## config.mk

```make
export PLATFORM = sky130hd
export DESIGN_NAME = branch_dir_predictor
export DESIGN_NICKNAME = d
export VERILOG_FILES = /design/src/rtl/bdp_pkg.sv /design/src/rtl/bdp_hist_ram.sv /design/src/rtl/bdp_update.sv /design/src/rtl/bdp_decide.sv /design/src/rtl/branch_dir_predictor.sv
export SDC_FILE = /design/constraint.sdc
export NUM_CORES = 1
export LEC_CHECK = 0
export BUFFER_PORTS_ARGS = -buffer_cell sky130_fd_sc_hd__clkbuf_2
export CAP_MARGIN = 40
export CELL_PAD_IN_SITES_DETAIL_PLACEMENT = 2
export CELL_PAD_IN_SITES_GLOBAL_PLACEMENT = 2
export CORE_ASPECT_RATIO = 0.75
export CORE_MARGIN = 4
export CORE_UTILIZATION = 30
export CTS_BUF_LIST = sky130_fd_sc_hd__clkbuf_4 sky130_fd_sc_hd__clkbuf_8
export CTS_CLUSTER_SIZE = 25
export DETAILED_ROUTE_END_ITERATION = 6
export MAX_ROUTING_LAYER = met4
export PLACE_DENSITY = 0.53
export SYNTH_ARGS = -nofsm -noshare
export SYNTH_HDL_FRONTEND = slang
export SYNTH_SLANG_ARGS = --single-unit
```

## constraint.sdc

```tcl
create_clock -name clk -period 4.4 [get_ports clk]
set_input_delay 0.66 -clock clk [delete_from_list [all_inputs] [get_ports clk]]
set_output_delay 0.66 -clock clk [all_outputs]
set_load 0.1 [all_outputs]
```

## src/rtl/bdp_pkg.sv

```systemverilog
package bdp_pkg;
  localparam int unsigned BDP_ADDR_W_DEF = 32;
  localparam int unsigned BDP_IDX_W_DEF  = 8;
  localparam int unsigned BDP_IDX_LSB_DEF = 2;
  localparam int unsigned BDP_HIST_W_DEF = 3;

  typedef enum logic {
    PM_DYNAMIC = 1'b0,
    PM_STATIC  = 1'b1
  } pred_mode_e;
endpackage

```

## src/rtl/bdp_hist_ram.sv

```systemverilog
module bdp_hist_ram #(
  parameter int unsigned IDX_W  = bdp_pkg::BDP_IDX_W_DEF,
  parameter int unsigned HIST_W = bdp_pkg::BDP_HIST_W_DEF
) (
  input  logic              clk,
  input  logic              rst,
  input  logic              ra_en,
  input  logic [IDX_W-1:0]  ra_idx,
  output logic [HIST_W-1:0] ra_hist,
  input  logic              rb_en,
  input  logic [IDX_W-1:0]  rb_idx,
  output logic [HIST_W-1:0] rb_hist,
  input  logic              we,
  input  logic [IDX_W-1:0]  w_idx,
  input  logic [HIST_W-1:0] w_hist
);
  localparam int unsigned DEPTH = 1 << IDX_W;

  logic [HIST_W-1:0] mem [DEPTH];
  logic [DEPTH-1:0]  written;
  logic [HIST_W-1:0] ra_q, rb_q;
  logic              ra_k, rb_k;

  // history array: no reset, read-old on collision
  always_ff @(posedge clk) begin
    if (we) mem[w_idx] <= w_hist;
    if (ra_en) ra_q <= mem[ra_idx];
    if (rb_en) rb_q <= mem[rb_idx];
  end

  // written-since-reset flags stand in for clearing the array
  always_ff @(posedge clk) begin
    if (rst) begin
      written <= '0;
    end else if (we) begin
      written[w_idx] <= 1'b1;
    end
  end

  always_ff @(posedge clk) begin
    if (rst) begin
      ra_k <= 1'b0;
      rb_k <= 1'b0;
    end else begin
      if (ra_en) ra_k <= written[ra_idx];
      if (rb_en) rb_k <= written[rb_idx];
    end
  end

  assign ra_hist = ra_k ? ra_q : '0;
  assign rb_hist = rb_k ? rb_q : '0;

  // a read issued the edge after a write returns the written history
  p_read_after_write_r7: assert property (@(posedge clk) disable iff (rst)
    ($past(we) && ra_en && (ra_idx == $past(w_idx))) |=> (ra_hist == $past(w_hist, 2)));
endmodule

```

## src/rtl/bdp_update.sv

```systemverilog
module bdp_update #(
  parameter int unsigned IDX_W  = bdp_pkg::BDP_IDX_W_DEF,
  parameter int unsigned HIST_W = bdp_pkg::BDP_HIST_W_DEF
) (
  input  logic              clk,
  input  logic              rst,
  input  logic              up_valid,
  input  logic [IDX_W-1:0]  up_idx,
  input  logic              up_taken,
  output logic              rb_en,
  output logic [IDX_W-1:0]  rb_idx,
  input  logic [HIST_W-1:0] rb_hist,
  output logic              we,
  output logic [IDX_W-1:0]  w_idx,
  output logic [HIST_W-1:0] w_hist
);
  logic              s_v;
  logic [IDX_W-1:0]  s_idx;
  logic              s_t;
  logic              s_fwd;
  logic [HIST_W-1:0] s_fwd_hist;
  logic [HIST_W-1:0] base;

  assign rb_en  = up_valid;
  assign rb_idx = up_idx;

  always_ff @(posedge clk) begin
    if (rst) begin
      s_v   <= 1'b0;
      s_fwd <= 1'b0;
    end else begin
      s_v   <= up_valid;
      // the write on this edge is invisible to the read on this edge
      s_fwd <= we && (w_idx == up_idx);
    end
  end

  always_ff @(posedge clk) begin
    s_idx      <= up_idx;
    s_t        <= up_taken;
    s_fwd_hist <= w_hist;
  end

  always_comb begin
    base   = s_fwd ? s_fwd_hist : rb_hist;
    w_hist = {base[HIST_W-2:0], s_t};
  end

  assign we    = s_v;
  assign w_idx = s_idx;

  // the newest outcome written is the one sampled on the previous edge
  p_newest_outcome_r4: assert property (@(posedge clk) disable iff (rst)
    up_valid |=> (we && (w_hist[0] == $past(up_taken))));
endmodule

```

## src/rtl/bdp_decide.sv

```systemverilog
module bdp_decide #(
  parameter int unsigned HIST_W = bdp_pkg::BDP_HIST_W_DEF
) (
  input  logic              clk,
  input  logic              rst,
  input  logic              lk_valid,
  input  logic              lk_static,
  input  logic              lk_backward,
  input  logic              lk_hint,
  input  logic [HIST_W-1:0] ra_hist,
  output logic              pred_valid,
  output logic              pred_taken
);
  import bdp_pkg::*;

  localparam int unsigned CW = $clog2(HIST_W + 1);

  logic              l_v;
  pred_mode_e        l_mode;
  logic              l_back;
  logic              l_hint;
  logic [CW-1:0]     votes;
  logic              maj;
  logic              next_dir;

  always_ff @(posedge clk) begin
    if (rst) l_v <= 1'b0;
    else     l_v <= lk_valid;
  end

  always_ff @(posedge clk) begin
    l_mode <= pred_mode_e'(lk_static);
    l_back <= lk_backward;
    l_hint <= lk_hint;
  end

  always_comb begin
    votes = '0;
    for (int i = 0; i < HIST_W; i++) votes = votes + CW'(ra_hist[i]);
    maj = (votes > CW'(HIST_W / 2));
    next_dir = (l_mode == PM_STATIC) ? (l_back ^ l_hint) : maj;
  end

  always_ff @(posedge clk) begin
    if (rst) begin
      pred_valid <= 1'b0;
      pred_taken <= 1'b0;
    end else begin
      pred_valid <= l_v;
      pred_taken <= l_v && next_dir;
    end
  end

  // result appears on the second edge after the lookup
  p_valid_latency_r7: assert property (@(posedge clk) disable iff (rst)
    lk_valid |=> ##1 pred_valid);
  p_no_spurious_r7: assert property (@(posedge clk) disable iff (rst)
    !lk_valid |=> ##1 !pred_valid);
  // idle output is quiet
  p_idle_quiet_r8: assert property (@(posedge clk) disable iff (rst)
    !pred_valid |-> !pred_taken);
  // static rule from the request fields alone
  p_static_rule_r5: assert property (@(posedge clk) disable iff (rst)
    (lk_valid && lk_static) |=> ##1 (pred_taken == ($past(lk_backward, 2) ^ $past(lk_hint, 2))));
  // dynamic result is the majority of the history read
  p_majority_r3: assert property (@(posedge clk) disable iff (rst)
    (l_v && (l_mode == PM_DYNAMIC)) |=> (pred_taken == ($countones($past(ra_hist)) > (HIST_W / 2))));
endmodule

```

## src/rtl/branch_dir_predictor.sv

```systemverilog
module branch_dir_predictor #(
  parameter int unsigned ADDR_W  = bdp_pkg::BDP_ADDR_W_DEF,
  parameter int unsigned IDX_W   = bdp_pkg::BDP_IDX_W_DEF,
  parameter int unsigned IDX_LSB = bdp_pkg::BDP_IDX_LSB_DEF,
  parameter int unsigned HIST_W  = bdp_pkg::BDP_HIST_W_DEF
) (
  input  logic              clk,
  input  logic              rst,
  input  logic              lk_valid,
  input  logic [ADDR_W-1:0] lk_addr,
  input  logic              lk_static,
  input  logic              lk_backward,
  input  logic              lk_hint,
  input  logic              up_valid,
  input  logic [ADDR_W-1:0] up_addr,
  input  logic              up_taken,
  output logic              pred_valid,
  output logic              pred_taken
);
  localparam int unsigned IDX_HI = IDX_LSB + IDX_W;

  logic [IDX_W-1:0]  lk_idx, up_idx;
  logic [HIST_W-1:0] ra_hist, rb_hist, w_hist;
  logic              rb_en, we;
  logic [IDX_W-1:0]  rb_idx, w_idx;
  logic              unused_addr_bits;

  assign lk_idx = lk_addr[IDX_LSB +: IDX_W];
  assign up_idx = up_addr[IDX_LSB +: IDX_W];

  generate
    if (IDX_LSB > 0) begin : g_low
      assign unused_addr_bits = ^{lk_addr[ADDR_W-1:IDX_HI], lk_addr[IDX_LSB-1:0],
                                  up_addr[ADDR_W-1:IDX_HI], up_addr[IDX_LSB-1:0]};
    end else begin : g_nolow
      assign unused_addr_bits = ^{lk_addr[ADDR_W-1:IDX_HI], up_addr[ADDR_W-1:IDX_HI]};
    end
  endgenerate

  bdp_hist_ram #(.IDX_W(IDX_W), .HIST_W(HIST_W)) u_ram (
    .clk(clk), .rst(rst),
    .ra_en(lk_valid), .ra_idx(lk_idx), .ra_hist(ra_hist),
    .rb_en(rb_en), .rb_idx(rb_idx), .rb_hist(rb_hist),
    .we(we), .w_idx(w_idx), .w_hist(w_hist)
  );

  bdp_update #(.IDX_W(IDX_W), .HIST_W(HIST_W)) u_upd (
    .clk(clk), .rst(rst),
    .up_valid(up_valid), .up_idx(up_idx), .up_taken(up_taken),
    .rb_en(rb_en), .rb_idx(rb_idx), .rb_hist(rb_hist),
    .we(we), .w_idx(w_idx), .w_hist(w_hist)
  );

  bdp_decide #(.HIST_W(HIST_W)) u_dec (
    .clk(clk), .rst(rst),
    .lk_valid(lk_valid), .lk_static(lk_static),
    .lk_backward(lk_backward), .lk_hint(lk_hint),
    .ra_hist(ra_hist),
    .pred_valid(pred_valid), .pred_taken(pred_taken)
  );
endmodule

```

==> flow_summary_export.csv, run 1 <==
group,metric,value,unit
outcome,outcome,"finished clean",
final_layout,mostFrequentLayoutCells,"edfxtp_1, nor2_1, mux4_2",
timing,finClkSkew,0.0305,ns
setup_path,crit_path_end_kind,"flip-flop",
timing,finalCriticalPeriod,3.47,ns
power,powerDensity,404,nW/µm²
synth,ys_warn_count,0,
synth,synth_fp_nets,3153,
drt,ant_nets,0,
drt,wl_met1,83900,µm
place,place_congestion,0.849,
synth,synthCells,3080,
die,rows,124,
setup_path,critPathRequiredTime,4.95,ns
timing,rsz0062_at_grt,"no",
drt,vias,30201,
cts,numClockSinks,1050,
timing,fin_hold_ws,0.103,ns
cts,cts_buffers,179,
die,die-width,463,µm
drt,route.met3.wl,9210,µm
timing,tightest_slew,0.951,ns
timing,fmax,289,MHz
drt,drtPass1Iterations,7,
final_layout,layout-drive-gt1-share,0.296,
synth,async_reset_ff_frac,0,
timing,finalSetupTns,0,ns
global_routing,grt_overflow,0,
synth,syn_area_per_cell,15.1,µm²
cts,ctsHtreeMaxLevel,4,
global_routing,grt_pass1_wl,252000,µm
place,io_buffers,25,
die,initial_core_util,0.304,
job,maxCapViolations,0,
cts,insertion_delay,0.93,ns
synth,ys_ff_latch,1050,
drt,vias_per_cell,5.59,
setup_path,critPathLaunchType,"flip-flop",
cts,cts_buffer_depth,3,
final_layout,final_common_cell,"edfxtp_1",
final_layout,final_core_util,0.352,
timing,setup_violations,0,
global_routing,antenna_found_initial,10,
global_routing,grt_max_degree,142,
final_layout,finalNetCount,3296,
drt,routed-wl-met2,79400,µm
synth,netlist_area,46600,µm²
global_routing,grt_pass1_vias,32533,
min_path,min_path_type,"input pin to flip-flop",
timing,period_share,0.788,
drt,drt_wl_total,178000,µm
power,irDropWorstVdd,296,µV
global_routing,grt_use_total,0.225,
drt,top_layer,"met4",
setup_path,worstSetupPathType,"flip-flop to flip-flop",
place,dp_hpwl,121000,µm
die,core_area,153000,µm²
synth,synth_cell_types,48,
die,chipHeight,349,µm
cts,clk_pin_slew,0.06,ns
setup_path,crit_fanout,11,
drt,detail_route.wl_per_cell,32.9,µm
synth,synthFlopType,"edfxtp_1",
final_layout,syn2layout_area_growth,15.7,%
timing,maxSlewViolCount,0,
drt,drtIter0Drc,3028,
synth,synth_edf_count,773,
power,power,0.0218,W
cts,cts_tree,"done",
die,die-area,162000,µm²
synth,seq_area_frac_synth,0.617,
drt,drc_errors,0,
power,power_leakage,16.7,nW
die,pin_count,74,
timing,slew_headroom,0.364,
cts,root_buffer,"clkbuf_8",
timing,finalHoldViolCount,0,
setup_path,crit_arrival,4.02,ns
==> path summary, 6_finish.rpt <==
path                            cells past startpoint            from  slack, ns                 end
worst max-delay path                                4  u_upd.w_idx[0]       0.93   u_ram.mem[125][0]
worst min-delay path                                2             rst       0.10  u_ram.written[138]
worst max register to register                      4  u_upd.w_idx[0]       0.93   u_ram.mem[125][0]
worst min register to register                      1       u_dec.l_v       0.47    u_dec.pred_valid
==> per-layer routing <==
metal | track usage | vias up
met5 | - | -
met1 | 0.317 | 16571
li1 | - | 12410
met4 | 0.0687 | 0
met2 | 0.335 | 943
met3 | 0.0349 | 277
==> critical path, cell delays in order (launching register included) <==
cell	delay, ns
dfxtp_1	0.69
nor2b_1	0.83
nand4_1	0.72
buf_4	0.47
nor2_1	0.40
==> flip-flops by register name, summed over array words and instances, names as in the netlist <==
| name | cells |
|---|---|
| u_dec.pred_taken | 1 |
| u_upd.we | 1 |
| u_ram.ra_q | 3 |
| u_dec.l_back | 1 |
| u_dec.pred_valid | 1 |
| u_upd.s_t | 1 |
| u_ram.rb_q | 2 |
| u_dec.l_v | 1 |
| u_upd.s_fwd | 1 |
| u_dec.l_hint | 1 |
| u_upd.w_idx | 8 |
| u_ram.ra_k | 1 |
| u_dec.l_mode | 1 |
| u_upd.s_fwd_hist | 2 |
| u_ram.rb_k | 1 |
| u_ram.written | 256 |
| u_ram.mem | 768 |
==> cell type report <==
class                   instances  area, µm²
fillers                     15357      99500
flip-flops and latches       1050      28800
multi-input cells            1780      16800
clock buffers                 293       3520
well taps                    2016       2520
repair buffers                205       2030
clock inverters                45        340
inverters                       7       26.3
diodes                          7       17.5
==> metrics by stage <==
| stage | area, µm² | worst slack (ns) | std cells |
|---|---|---|---|
| 2_1_floorplan | 46600 | 0.153 | 3080 |
| 3_3_place_gp | 49900 | 0.353 | 5041 |
| 3_5_place_dp | 50000 | 0.366 | 5051 |
| 4_1_cts | 54000 | 1.02 | 5396 |
| 5_1_grt | 54000 | 0.921 | 5400 |
| 6_report | 54000 | 0.934 | 5403 |
==> cells in the mapped netlist, types with 20 or more instances <==
| library cell | count | area share |
|---|---|---|
| buf_1 | 22 | 0.0018 |
| buf_2 | 33 | 0.0035 |
| a21oi_1 | 91 | 0.0098 |
| dfxtp_1 | 277 | 0.12 |
| buf_4 | 21 | 0.0034 |
| mux2i_1 | 56 | 0.012 |
| clkbuf_1 | 148 | 0.012 |
| nand3_1 | 30 | 0.0032 |
| nor2_1 | 732 | 0.059 |
| o221ai_1 | 20 | 0.0038 |
| edfxtp_1 | 773 | 0.50 |
| mux4_2 | 428 | 0.21 |
| nand2_1 | 52 | 0.0042 |
| o22ai_1 | 21 | 0.0028 |
| nor4_1 | 21 | 0.0028 |
| a22oi_1 | 174 | 0.028 |
| o21ba_2 | 31 | 0.0067 |
==> logic make-up after synthesis <==
family / count (synthesis) / synth area share
AOI/OAI and AO/OA: 374 / 0.0572
xor gates and xnor gates: 9 / 0.00169
adders and majority gates: 1 / 0.000268
buffers and inverters: 250 / 0.0256
DFF: 1050 / 0.617
muxes: 486 / 0.219
and+or+nand+nor: 910 / 0.0793
==> where the power goes <==
group          leakage [nW]  switching [W]  total, W  internal, W
Clock                  2.06        0.00428   0.00957      0.00529
Combinational          5.92        0.00102   0.00159     0.000570
Sequential             8.76      0.0000343    0.0107       0.0106
Total                  16.7        0.00533    0.0218       0.0165
==> timing repair <==
item                      CTS  global route
hold endpoints to repair    8             0
resized for setup           0             0
hold buffers                7             0
buffers inserted            0             0
No activity file was read; power rests on OpenSTA's default activity.
==> run 2: changes to the inputs <==
Settings changed: ABC_AREA set to 1, PLACE_DENSITY 0.53 to 0.61.
Clock period 4.4 ns to 2.8 ns, I/O delays scaled along.
==> flow_summary_export.csv, run 2 <==
group,metric,value,unit
drt,drt_wl_total,227000,µm
power,irDropWorstVdd,550,µV
global_routing,grt_overflow,0,
cts,postCtsSetupRepairBufs,0,
cts,cts_buffer_depth,3,
die,pin_count,74,
power,power,0.0357,W
power,p_switching,0.00977,W
power,sw_frac_of_total,0.273,
timing,finalCriticalPeriod,2.50,ns
power,p_comb_frac,0.104,
synth,syn_area_per_cell,8.64,µm²
global_routing,grt_pass1_vias,46873,
die,die-area,173000,µm²
final_layout,nFillCells,18392,
final_layout,mostFrequentLayoutCells,"nor2_1, nand2_1, nand3_1",
setup_path,crit_arrival,3.07,ns
cts,cts_tree,"done",
final_layout,final_common_cell,"nor2_1",
synth,synth.most_common_cell,"nor2_1",
synth,synth_area_leaders,"edfxtp_1, dfxtp_1, nor2_1, nand3_1, nand2_1",
place,dp_hpwl,148000,µm
place,place_congestion,0.826,
setup_path,crit_fanout,16,
timing,maxSlewViolCount,0,
timing,finalSetupTns,0,ns
setup_path,path_delay_family,"simple AND/OR/NAND/NOR gates",
timing,slew_headroom,0.465,
timing,finalHoldViolCount,0,
timing,tightest_slew,0.802,ns
setup_path,crit_path_end_kind,"flip-flop",
power,pwr-share-seq,0.470,
drt,ant_nets,0,
drt,drtIter0Drc,3708,
power,powerDensity,618,nW/µm²
place,io_buffers,25,
cts,insertion_delay,0.95,ns
final_layout,top_register,"u_ram.mem",
cts,ctsHoldBuffers,15,
synth,synth_top_cell_by_area,"edfxtp_1",
global_routing,grt_use_total,0.264,
setup_path,critPathLaunchType,"flip-flop",
drt,drc_errors,0,
synth,seq_area_frac_synth,0.578,
cts,clk_pin_slew,0.07,ns
power,power_frac_clock,0.426,
final_layout,layout-drive-gt1-share,0.106,
timing,finClkSkew,0.0391,ns
synth,synth_edf_count,773,
synth,netlist_area,49800,µm²
die,die-width,478,µm
power,intPower,0.0260,W
drt,drtPass1Iterations,6,
synth,synthFlopType,"edfxtp_1",
final_layout,syn2layout_area_growth,16.2,%
job,maxCapViolations,0,
drt,vias_per_cell,5.48,
cts,ctsHtreeMaxLevel,4,
synth,synth_top_area_share,0.466,
setup_path,cp.buffers_inverters,3,
cts,numClockSinks,1050,
min_path,min_path_type,"input pin to flip-flop",
power,power_leakage,19.5,nW
setup_path,max_stage_delay,0.57,ns
final_layout,finalNetCount,5884,
die,chipHeight,361,µm
cts,root_buffer,"clkbuf_8",
timing,rsz0062_at_grt,"no",
setup_path,slowest_stage,"nor2_1",
cts,cts_buffers,183,
timing,period_share,0.892,
global_routing,grt_max_degree,85,
cts,cts_resized,0,
final_layout,largest_register_ffs,768,
synth,synthTopCellsByCount,"nor2_1, nand2_1, nand3_1, edfxtp_1, o21ai_0",
setup_path,critPathRequiredTime,3.37,ns
die,core_area,165000,µm²
synth,ys_warn_count,0,
synth,async_reset_ff_frac,0,
synth,synthCells,5764,
setup_path,cp_cell_sequence,"inv_1, nor2_1, inv_1, nor2_1, inv_1, nor2_1",
synth,ys_ff_latch,1050,
timing,fmax,400,MHz
die,rows,129,
global_routing,antenna_found_initial,12,
synth,synth_cell_types,28,
die,initial_core_util,0.302,
drt,detail_route.wl_per_cell,27.7,µm
setup_path,worstSetupPathType,"flip-flop to flip-flop",
outcome,outcome,"finished clean",
global_routing,grt_pass1_wl,329000,µm
synth,synth_fp_nets,5837,
drt,vias,45016,
timing,setup_violations,0,
[run 2: cell count changes after synthesis, moves of 82 or more]
cell | before | now
a21oi_1 | 91 | 9
nor2_1 | 732 | 1448
nand3_1 | 30 | 789
nand2_1 | 52 | 955
o21ai_0 | 2 | 584
a22oi_1 | 174 | 0
o22ai_1 | 21 | 316
buf_2 | 33 | 133
mux4_2 | 428 | 0
[run 2: path summary, 6_finish.rpt]
path | start | cells past startpoint | slack (ns) | endpoint
setup / recovery | u_upd.w_idx[7] | 6 | 0.30 | u_ram.mem[131][2]
hold / removal | lk_static | 2 | 0.13 | u_dec.l_mode
setup reg to reg | u_upd.w_idx[7] | 6 | 0.30 | u_ram.mem[131][2]
hold reg to reg | u_dec.l_v | 2 | 0.44 | u_dec.pred_valid
[run 2: per-layer routing]
| layer | vias up | global-route usage | routed length, µm |
|---|---|---|---|
| met1 | 23548 | 0.373 | 110000 |
| met5 | - | - | 0 |
| li1 | 19974 | - | - |
| met3 | 305 | 0.0338 | 11200 |
| met4 | 0 | 0.0691 | 5030 |
| met2 | 1189 | 0.400 | 101000 |
[run 2: power by group through the flow]
stage / Sequential [W] / Clock (W) / Combinational [W]
CTS: 0.0168 / 0.0156 / 0.00371
detailed placement: 0.0171 / 0 / 0.00367
floorplan: 0.0171 / 0 / 0.00188
global placement: 0.0171 / 0 / 0.00362
finish: 0.0168 / 0.0152 / 0.00372
global route: 0.0168 / 0.0163 / 0.00396
[run 2: layout make-up]
class	instances	area, µm²	share of cell area
well taps	2227	2790	0.0482
inverters	95	395	0.00683
flip-flops and latches	1050	28800	0.497
clock buffers	284	3490	0.0603
clock inverters	62	375	0.00649
diodes	9	22.5	0.000389
multi-input cells	4167	18300	0.317
repair buffers	314	3680	0.0637
[run 2: logic make-up after synthesis]
kind of cell / after synthesis / share of synthesized area
simple gates: 3196 / 0.261
fa+ha+maj: 1 / 0.000251
compound gates: 967 / 0.106
flops: 1050 / 0.578
xor+xnor: 3 / 0.000528
buf+inv: 547 / 0.0548
[run 2: per-stage QoR]
step | cell area, µm² | utilization | hold WS [ns] | setup slack, ns | cells
finish | 57800 | 0.351 | 0.127 | 0.302 | 8208
global route | 57800 | 0.351 | 0.0821 | 0.194 | 8207
CTS | 57800 | 0.351 | 0.00724 | 0.366 | 8199
detailed placement | 53800 | 0.326 | 0.445 | 0.104 | 7838
global placement | 53800 | 0.326 | 0.445 | 0.126 | 7837
floorplan | 49800 | - | 0.400 | 0.105 | 5764
==> run 3: changes to the inputs <==
Settings changed: CORE_MARGIN 4 to 2, PLACE_DENSITY 0.61 to 0.62, SYNTH_HIERARCHICAL set to 1.
==> flow_summary_export.csv, run 3 <==
group,metric,value,unit
setup_path,critPathLaunch,"u_upd/w_idx[5]",
cts,cts_buffer_depth,3,
global_routing,grt_pass1_wl,336000,µm
die,chipHeight,358,µm
synth,netlist_area,50000,µm²
die,pin_count,74,
timing,maxSlewViolCount,0,
final_layout,final_common_cell,"nor2_1",
drt,drt_wl_total,231000,µm
place,pre_cts_slack,0.0935,ns
final_layout,finalNonFillerCells,8301,
min_path,min_path_type,"input pin to flip-flop",
timing,finalCriticalPeriod,2.61,ns
drt,drtPass1Iterations,5,
setup_path,path_delay_family,"simple AND/OR/NAND/NOR gates",
synth,synth_fp_nets,5931,
cts,insertion_delay,0.96,ns
timing,period_share,0.934,
synth,ys_warn_count,6,
cts,root_buffer,"clkbuf_8",
timing,tightest_slew,0.908,ns
drt,drc_errors,0,
setup_path,crit_end,"u_ram/mem[252][0]",
global_routing,antenna_found_initial,12,
power,powerDensity,619,nW/µm²
place,dp_hpwl,149000,µm
power,irDropWorstVdd,529,µV
final_layout,finalNetCount,5978,
drt,drtIter0Drc,4027,
timing,finClkSkew,0.0470,ns
setup_path,timing.rr.start,"u_upd/w_idx[5]",
timing,final.setup.worst_slack,0.185,ns
synth,synthCells,5858,
die,die-width,475,µm
die,die-area,170000,µm²
setup_path,slowest_stage,"nor2_1",
timing,setup_violations,0,
setup_path,cp_common_cell,"nor2_1",
outcome,outcome,"finished clean",
setup_path,crit_cells,4,
setup_path,crit_arrival,3.17,ns
global_routing,grt_max_degree,102,
die,initial_core_util,0.303,
job,maxCapViolations,0,
final_layout,largest_register_ffs,768,
global_routing,grt_overflow,0,
power,power_leakage,20.0,nW
cts,cts_tree,"done",
setup_path,cp.buffers_inverters,1,
final_layout,mostFrequentLayoutCells,"nor2_1, nand2_1, nand3_1",
drt,vias_per_cell,5.47,
setup_path,rr_endpoint,"u_ram/mem[252][0]",
cts,clk_pin_slew,0.06,ns
cts,numClockSinks,1050,
place,io_buffers,25,
cts,ctsHtreeMaxLevel,4,
timing,finalHoldViolCount,0,
timing,rsz0062_at_grt,"no",
cts,ctsHoldBuffers,17,
timing,fin_hold_ws,0.105,ns
final_layout,layout-drive-gt1-share,0.114,
setup_path,reg2reg_depth,4,
setup_path,crit_path_end_kind,"flip-flop",
power,power,0.0362,W
place,dp_cells,7930,
drt,detail_route.wl_per_cell,27.8,µm
setup_path,crit_fanout,16,
global_routing,grt_pass1_vias,47694,
timing,fmax,382,MHz
global_routing,grt_use_total,0.277,
setup_path,max_stage_delay,0.54,ns
cts,postCtsSetupRepairBufs,0,
drt,ant_nets,0,
setup_path,critPathLaunchType,"flip-flop",
die,rows,129,
synth,syn_area_per_cell,8.54,µm²
timing,finalSetupTns,0,ns
setup_path,cp_cell_sequence,"nand2_1, nor2_1, inv_1, nor2_1",
setup_path,critPathRequiredTime,3.36,ns
setup_path,reg2reg_slack,0.19,ns
timing,slew_headroom,0.395,
final_layout,top_register,"u_ram/mem",
place,place_congestion,0.832,
cts,cts_buffers,183,
die,core_area,165000,µm²
drt,vias,45395,
setup_path,worstSetupPathType,"flip-flop to flip-flop",
final_layout,syn2layout_area_growth,17.0,%
cts,cts_resized,0,
run 3: worst min path at each step:
stage / from / endpoint / slack, ns / cells past startpoint
CTS: up_taken / u_upd/s_t / 0.02 / 2
finish: up_taken / u_upd/s_t / 0.10 / 2
global route: up_taken / u_upd/s_t / 0.11 / 2
detailed placement: u_dec/l_v / u_dec/pred_valid / 0.45 / 2
floorplan: u_upd/s_t / u_upd/s_fwd_hist[0] / 0.33 / 0
global placement: u_dec/l_v / u_dec/pred_valid / 0.45 / 2
run 3: power breakdown:
part / internal, W / total, W / switching (W)
combinational: 0.00104 / 0.00377 / 0.00274
sequential: 0.0167 / 0.0168 / 0.0000462
clock: 0.00851 / 0.0157 / 0.00715
run 3: worst reg2reg max path: cells and delay by family (launching register included):
| family | cells | cell delay, ns |
|---|---|---|
| buffers and inverters | 1 | 0.47 |
| DFF | 1 | 0.43 |
| and+or+nand+nor | 3 | 1.33 |
run 3: per-layer routing:
| layer | GRT usage | wire length [µm] | vias to the layer above |
|---|---|---|---|
| met5 | - | 0 | - |
| met2 | 0.420 | 103000 | 1249 |
| met4 | 0.0737 | 4780 | 0 |
| li1 | - | - | 20183 |
| met1 | 0.391 | 110000 | 23648 |
| met3 | 0.0337 | 12600 | 315 |
run 3: metrics by stage:
step | area [µm²] | utilization
after floorplan | 50000 | -
after global placement | 54300 | 0.329
after detailed placement | 54300 | 0.329
after CTS | 58500 | 0.354
after global routing | 58500 | 0.354
final | 58500 | 0.354
run 3: final cells by class:
class	instances	area, µm²
sequential	1050	28800
timing repair buffer	375	4130
fill	18454	107000
clock inverter	81	681
clock buffer	263	3280
multi-input combinational	4185	18400
tap	2227	2790
inverter	110	452
antenna	10	25.0
